### src/rtl/physeq_pkg.sv
package physeq_pkg;
  localparam int WORD_W    = 32;
  localparam int NUM_TRAIN = 7;
  localparam int STEP_W    = $clog2(NUM_TRAIN);

  // trigger bit positions
  localparam int TRG_INIT   = 0;
  localparam int TRG_ZCAL   = 1;
  localparam int TRG_DRST   = 7;
  localparam int TRG_DINIT  = 8;
  localparam int TRG_TRAIN0 = 9;
  // status completion bit positions
  localparam int DN_INIT    = 0;
  localparam int DN_ZCAL    = 3;
  localparam int DN_DINIT   = 4;
  localparam int DN_TRAIN0  = 5;
  // status error bit positions
  localparam int ER_ZCAL    = 20;
  localparam int ER_TRAIN0  = 21;
  // ZQ control bits
  localparam int ZQ_FORCE   = 27;
  localparam int ZQ_AVG     = 16;

  typedef enum logic [1:0] {PH_ZCAL, PH_DINIT, PH_TRAIN} phase_e;

  typedef enum logic [2:0] {
    S_IDLE, S_TRIG, S_POLL, S_SETTLE, S_ZQF, S_ZQA, S_DONE, S_FAIL
  } seq_st_e;

  function automatic phase_e pick_phase(input logic z, input logic d);
    if (z)      return PH_ZCAL;
    else if (d) return PH_DINIT;
    else        return PH_TRAIN;
  endfunction

  function automatic logic [WORD_W-1:0] trigger_word(input phase_e ph);
    logic [WORD_W-1:0] w;
    w = '0;
    w[TRG_INIT] = 1'b1;
    case (ph)
      PH_ZCAL:  w[TRG_ZCAL] = 1'b1;
      PH_DINIT: begin w[TRG_DRST] = 1'b1; w[TRG_DINIT] = 1'b1; end
      PH_TRAIN: for (int k = 0; k < NUM_TRAIN; k++) w[TRG_TRAIN0 + k] = 1'b1;
      default:  ;
    endcase
    return w;
  endfunction

  function automatic logic [WORD_W-1:0] done_mask(input phase_e ph);
    logic [WORD_W-1:0] m;
    m = '0;
    m[DN_INIT] = 1'b1;
    case (ph)
      PH_ZCAL:  m[DN_ZCAL] = 1'b1;
      PH_DINIT: m[DN_DINIT] = 1'b1;
      PH_TRAIN: for (int k = 0; k < NUM_TRAIN; k++) m[DN_TRAIN0 + k] = 1'b1;
      default:  ;
    endcase
    return m;
  endfunction

  function automatic logic [STEP_W-1:0] first_set(input logic [NUM_TRAIN-1:0] v);
    logic [STEP_W-1:0] idx;
    idx = '0;
    for (int k = NUM_TRAIN - 1; k >= 0; k--)
      if (v[k]) idx = STEP_W'(k);
    return idx;
  endfunction

  function automatic logic [WORD_W-1:0] zq_force_word(input logic [WORD_W-1:0] w);
    logic [WORD_W-1:0] r;
    r = w;
    r[ZQ_FORCE] = 1'b1;
    return r;
  endfunction

  function automatic logic [WORD_W-1:0] zq_average_word(input logic [WORD_W-1:0] w);
    logic [WORD_W-1:0] r;
    r = w;
    r[ZQ_FORCE] = 1'b0;
    r[ZQ_AVG]   = 1'b1;
    return r;
  endfunction
endpackage

### src/rtl/physeq_err_scan.sv
module physeq_err_scan
  import physeq_pkg::*;
(
  input  phase_e              phase,
  input  logic [WORD_W-1:0]   stat,
  output logic                hit,
  output logic [STEP_W-1:0]   idx
);
  logic [NUM_TRAIN-1:0] train_err;
  logic [NUM_TRAIN-1:0] cand;

  genvar k;
  generate
    for (k = 0; k < NUM_TRAIN; k++) begin : g_step
      assign train_err[k] = stat[ER_TRAIN0 + k];
    end
  endgenerate

  always_comb begin
    case (phase)
      PH_ZCAL:  cand = NUM_TRAIN'(stat[ER_ZCAL]);
      PH_TRAIN: cand = train_err;
      default:  cand = '0;
    endcase
  end

  assign hit = |cand;
  assign idx = first_set(cand);
endmodule

### src/rtl/physeq_poll_ctr.sv
module physeq_poll_ctr #(
  parameter int LIMIT = 50000
) (
  input  logic clk,
  input  logic rst_n,
  input  logic clear,
  input  logic poll,
  output logic last
);
  localparam int CW = $clog2(LIMIT + 1);
  logic [CW-1:0] cnt;

  always_ff @(posedge clk or negedge rst_n) begin
    if (!rst_n)     cnt <= '0;
    else if (clear) cnt <= '0;
    else if (poll)  cnt <= cnt + 1'b1;
  end

  assign last = (cnt == CW'(LIMIT - 1));
endmodule

### src/rtl/phy_bringup_seq.sv
module phy_bringup_seq
  import physeq_pkg::*;
#(
  parameter int POLL_LIMIT = 50000
) (
  input  logic              clk,
  input  logic              rst_n,
  input  logic              tick_us,
  input  logic              start_zcal,
  input  logic              start_dinit,
  input  logic              start_train,
  input  logic [31:0]       phy_stat,
  input  logic [31:0]       zq_ctl_cur,
  output logic              busy,
  output logic              trig_we,
  output logic [31:0]       trig_word,
  output logic              zq_we,
  output logic [31:0]       zq_wdata,
  output logic              done,
  output logic              err_strobe,
  output logic [2:0]        err_step,
  output logic              timeout_flag
);
  seq_st_e             st;
  phase_e              phase;
  logic [STEP_W-1:0]   err_step_q;
  logic                tmo_q;
  logic [WORD_W-1:0]   zq_snap;

  // named internal events
  logic                start_any;
  logic                poll_fire;
  logic                all_set;
  logic                poll_last;
  logic                err_hit;
  logic [STEP_W-1:0]   err_idx;
  logic [WORD_W-1:0]   want_mask;

  assign start_any = start_zcal | start_dinit | start_train;
  assign poll_fire = (st == S_POLL) && tick_us;
  assign want_mask = done_mask(phase);
  assign all_set   = ((phy_stat & want_mask) == want_mask);

  physeq_err_scan u_scan (
    .phase (phase),
    .stat  (phy_stat),
    .hit   (err_hit),
    .idx   (err_idx)
  );

  physeq_poll_ctr #(.LIMIT(POLL_LIMIT)) u_poll (
    .clk   (clk),
    .rst_n (rst_n),
    .clear (st == S_TRIG),
    .poll  (poll_fire),
    .last  (poll_last)
  );

  always_ff @(posedge clk or negedge rst_n) begin
    if (!rst_n) begin
      st         <= S_IDLE;
      phase      <= PH_ZCAL;
      err_step_q <= '0;
      tmo_q      <= 1'b0;
      zq_snap    <= '0;
    end else begin
      case (st)
        S_IDLE: if (start_any) begin
          phase <= pick_phase(start_zcal, start_dinit);
          tmo_q <= 1'b0;
          st    <= S_TRIG;
        end
        S_TRIG: st <= S_POLL;
        S_POLL: if (poll_fire) begin
          if (all_set) begin
            if (err_hit) begin
              err_step_q <= err_idx;
              st         <= S_FAIL;
            end else if (phase == PH_ZCAL) begin
              st <= S_SETTLE;
            end else begin
              st <= S_DONE;
            end
          end else if (poll_last) begin
            tmo_q <= 1'b1;
            st    <= S_IDLE;
          end
        end
        S_SETTLE: if (tick_us) begin
          zq_snap <= zq_ctl_cur;
          st      <= S_ZQF;
        end
        S_ZQF:   st <= S_ZQA;
        S_ZQA:   st <= S_DONE;
        default: st <= S_IDLE;
      endcase
    end
  end

  assign busy         = (st != S_IDLE);
  assign trig_we      = (st == S_TRIG);
  assign trig_word    = trig_we ? trigger_word(phase) : '0;
  assign zq_we        = (st == S_ZQF) || (st == S_ZQA);
  assign zq_wdata     = (st == S_ZQF) ? zq_force_word(zq_snap) :
                        (st == S_ZQA) ? zq_average_word(zq_snap) : '0;
  assign done         = (st == S_DONE);
  assign err_strobe   = (st == S_FAIL);
  assign err_step     = err_step_q;
  assign timeout_flag = tmo_q;
endmodule

### config.mk
export PLATFORM = sky130hd
export DESIGN_NAME = phy_bringup_seq
export DESIGN_NICKNAME = d
export VERILOG_FILES = /design/src/rtl/physeq_pkg.sv /design/src/rtl/physeq_err_scan.sv /design/src/rtl/physeq_poll_ctr.sv /design/src/rtl/phy_bringup_seq.sv
export SDC_FILE = /design/constraint.sdc
export NUM_CORES = 1
export LEC_CHECK = 0
export ABC_AREA = 0
export BUFFER_PORTS_ARGS = -buffer_cell sky130_fd_sc_hd__buf_4
export CORE_ASPECT_RATIO = 1.4
export CORE_MARGIN = 2
export CORE_UTILIZATION = 29
export DETAILED_ROUTE_END_ITERATION = 6
export RECOVER_POWER = 50
export SETUP_SLACK_MARGIN = 0.2
export SLEW_MARGIN = 20
export SYNTH_ARGS = -nofsm -noshare
export SYNTH_HDL_FRONTEND = slang
export SYNTH_SLANG_ARGS = --single-unit
### constraint.sdc
create_clock -name clk -period 4.6 [get_ports clk]
set_input_delay 0.92 -clock clk [delete_from_list [all_inputs] [get_ports clk]]
set_output_delay 0.92 -clock clk [all_outputs]
set_load 0.05 [all_outputs]
==> results by group <==
STA
  • Final Skew: 0.00469 ns
  • Final setup violation count: 0
  • Final worst path period need: 3.22 ns
  • Period utilisation layout: 70.1%
  • Setup tns final: 0 ns
  • Achievable clock frequency: 310 MHz
  • Number of max-slew violations in the final report: 32
  • Slew at the pin closest to its max-slew limit: 1.63 ns
  • Max_slew headroom: -8.68%
  • Final count of hold timing violations: 0
  • RSZ-0062 raised after global routing: false

Outcome
  • Outcome: finished, violations left
  • Violations in the final reports: max-capacitance violations, max-slew violations

Layout
  • Area Overhead vs Synth: 28.0%
  • Post-route core utilization: 37.8%
  • Count of inserted antenna diode cells: 0
  • Final nets: 466
  • Number of fillers in the final layout: 1094
  • Fraction of layout cells with a size suffix above 1: 37.6%

Yosys
  • Avg Cell Area, Syn: 10.4 um2
  • Synthesized instance count: 305
  • Most frequent cells after synthesis: 56 x dfrtp_1, 33 x mux2_2, 31 x and2_1
  • Most frequently used cell type in the post-synthesis netlist: dfrtp_1
  • Area leader, netlist: dfrtp_1
  • Sequential share of the synthesized area: 44.1%
  • Post-synth EDFFs: 0
  • Area fraction of the dominant cell type after synthesis: 44.1%
  • Distinct cells, synth: 57
  • Syn Std Cell Area: 3180 um2
  • Count of synthesis-stage warnings from yosys: 0
  • Predominant post-synthesis flop cell: dfrtp_1
  • Top post-synthesis cells by area: dfrtp_1 44%, mux2_2 12%, buf_4 6.9%, and2_1 6.1%, nor2_1 2.8%
  • Register bit count reported by yosys: 56
  • FFs w/ async S/R, synth: 100%

Clock network
  • Clock transition at the registers of the reported paths: 0.07 ns
  • Clock latency reported for the late side of the worst-skew pair: 0.29 ns
  • CTS resizes: 0
  • CTS hold repair buffers: 0
  • Total setup buffers inserted after CTS: 0
  • Clock buffer depth: 2
  • CTS sink cnt: 56
  • Clock root buffer master: clkbuf_16
  • Number of buffers inserted during clock tree synthesis: 5
  • TritonCTS clock tree: done
  • Maximum level of the CTS H-tree: 2

Critical path
  • Required time of the critical path: 3.68 ns
  • Startpoint kind of the worst setup timing path: register
  • Bufs and invs on worst path: 1
  • List of cells traversed by the critical path: or3b_1, nor2_1, buf_4
  • CP max-delay cell: or3b_1
  • Critical path startpoint: st[0]
  • Largest delay share family, worst path: simple AND/OR/NAND/NOR gates
  • Max stage delay on crit path: 0.68 ns
  • Worst Path Class, Setup: reg -> out
  • Arrival time at the worst endpoint: 2.30 ns
  • Launch point of the worst reg-to-reg path: st[2]
  • Critical Path Fanout Max: 16
  • Kind of capture point of the worst setup path: primary output

Die
  • DIE WIDTH: 92.5 um
  • Num ports: 143
  • Die Area: 11800 um2
  • Row cnt: 45
  • Die H: 128 um
  • Initial core utilization: 29.6%
  • Standard cell core area: 10800 um2

Job
  • # Max-Cap Violations: 1

Drt
  • Metal1 wirelength: 2.78 mm
  • DRT antenna net count: 0
  • Routed wl met3: 448 um
  • Average vias per placed instance: 4.68
  • Final Routed Wirelength: 6.79 mm
  • Total number of vias: 2511
  • Drt wl/cell: 12.7 um
  • Count of TritonRoute iterations in the first routing pass: 4
  • Highest routing layer actually used: met4
  • Met2 wire length: 3.45 mm
  • DRC violation count after routing: 0
  • Number of violations reported at the end of detailed-routing iteration 0: 32

Global route
  • Antenna violations before repair: 0
  • Maximum number of pins on one net before global-route repair: 57
  • First-pass GRT wire length: 11.3 mm
  • Global-route congestion overflow total: 0
  • Total routing usage reported by global routing: 11.6%
  • Via count of the first global-routing pass: 2409

Power and ir drop
  • Power per cell area: 572 nW/um2
  • Static leakage power: 1.93 nW
  • Maximum resistive drop on vdd: 0.241 mV

Hold path
  • Worst hold-check path type: reg -> reg
  • Worst hold start: zq_snap[8]

Placement
  • Detailed placer's ending HPWL: 5.00 mm
  • Final RePlAce weighted congestion: 0.771
  • Port Buffers: 106
==> sequential cells by signal (all words and copies together), names as in the netlist <==
signal,cells
u_poll.cnt,16
err_step,3
phase,2
zq_snap,31
st,3
timeout_flag,1
==> layout make-up <==
class                      count  area (um2)  area share, %
clock buffer                   7         133           3.26
timing repair buffer         107         788           19.4
sequential                    56        1400           34.5
multi-input combinational    218        1530           37.7
clock inverter                 1        8.76          0.215
inverter                       7        26.3          0.646
tap                          141         176           4.34
==> final timing paths <==
kind | to | slack, ns | depth (start not counted)
worst max register to register | zq_snap[14] | 1.99 | 4
worst min-delay path | zq_snap[8] | 0.50 | 1
worst min register to register | zq_snap[8] | 0.50 | 1
worst max-delay path | trig_word[11] | 1.38 | 3
max in group asynchronous | zq_snap[31] | 3.46 | 1
min in group asynchronous | timeout_flag | 0.67 | 1
==> cells by family (layout without fill, tap and decap cells) <==
logic type	count (synthesis)	in the layout	synth area share (%)
multiplexers	34	34	12.0
AO/OA/AOI/OAI	44	44	11.7
buffers and inverters	51	122	10.0
adder cells (fa/ha/maj)	1	1	0.394
XOR/XNOR	7	7	1.93
other	1	21	0.118
AND/OR/NAND/NOR	111	111	19.7
flip-flops	56	56	44.1
==> cell usage in the layout, fill, tap and decap left out, types with 4 or more instances in the layout <==
cell type	count
nor3_1	4
nor2_1	24
a211oi_1	5
nand2b_1	6
clkbuf_1	6
nand2_1	15
xnor2_1	6
dfrtp_1	56
buf_4	102
inv_1	6
conb_1	21
mux2_2	33
a21oi_1	6
nand3_1	4
nand4_1	4
a31oi_1	7
and2_1	31
clkbuf_16	5
==> stage by stage <==
step	cells	setup slack [ns]	area (um2)	power, W	hold WS (ns)
3_3_place_gp	529	1.73	3940	0.00195	0.479
5_1_grt	537	1.22	4070	0.00248	0.509
6_report	537	1.38	4070	0.00233	0.497
4_1_cts	537	1.35	4080	0.00237	0.502
3_5_place_dp	529	1.69	3940	0.00198	0.484
2_1_floorplan	325	0.883	3250	0.00172	0.470
==> routing by layer <==
layer / vias up / GRT usage (%)
met5: - / 0
met4: 0 / 4.13
met3: 8 / 2.47
met2: 96 / 21.0
met1: 1203 / 13.5
li1: 1204 / -
==> power breakdown <==
| group | internal (W) | switching (W) |
|---|---|---|
| Sequential | 0.000685 | 0.000144 |
| Combinational | 0.000429 | 0.000693 |
| Clock | 0.000204 | 0.000171 |
==> worst register-to-register path: cells and delay by family, from the launching register on <==
kind                   cells  cell delay (ns)
buffers and inverters      1             1.18
flip-flops                 1             0.49
multiplexers               1             0.46
AND/OR/NAND/NOR            2             0.36
(Power assumes the default switching activity.)
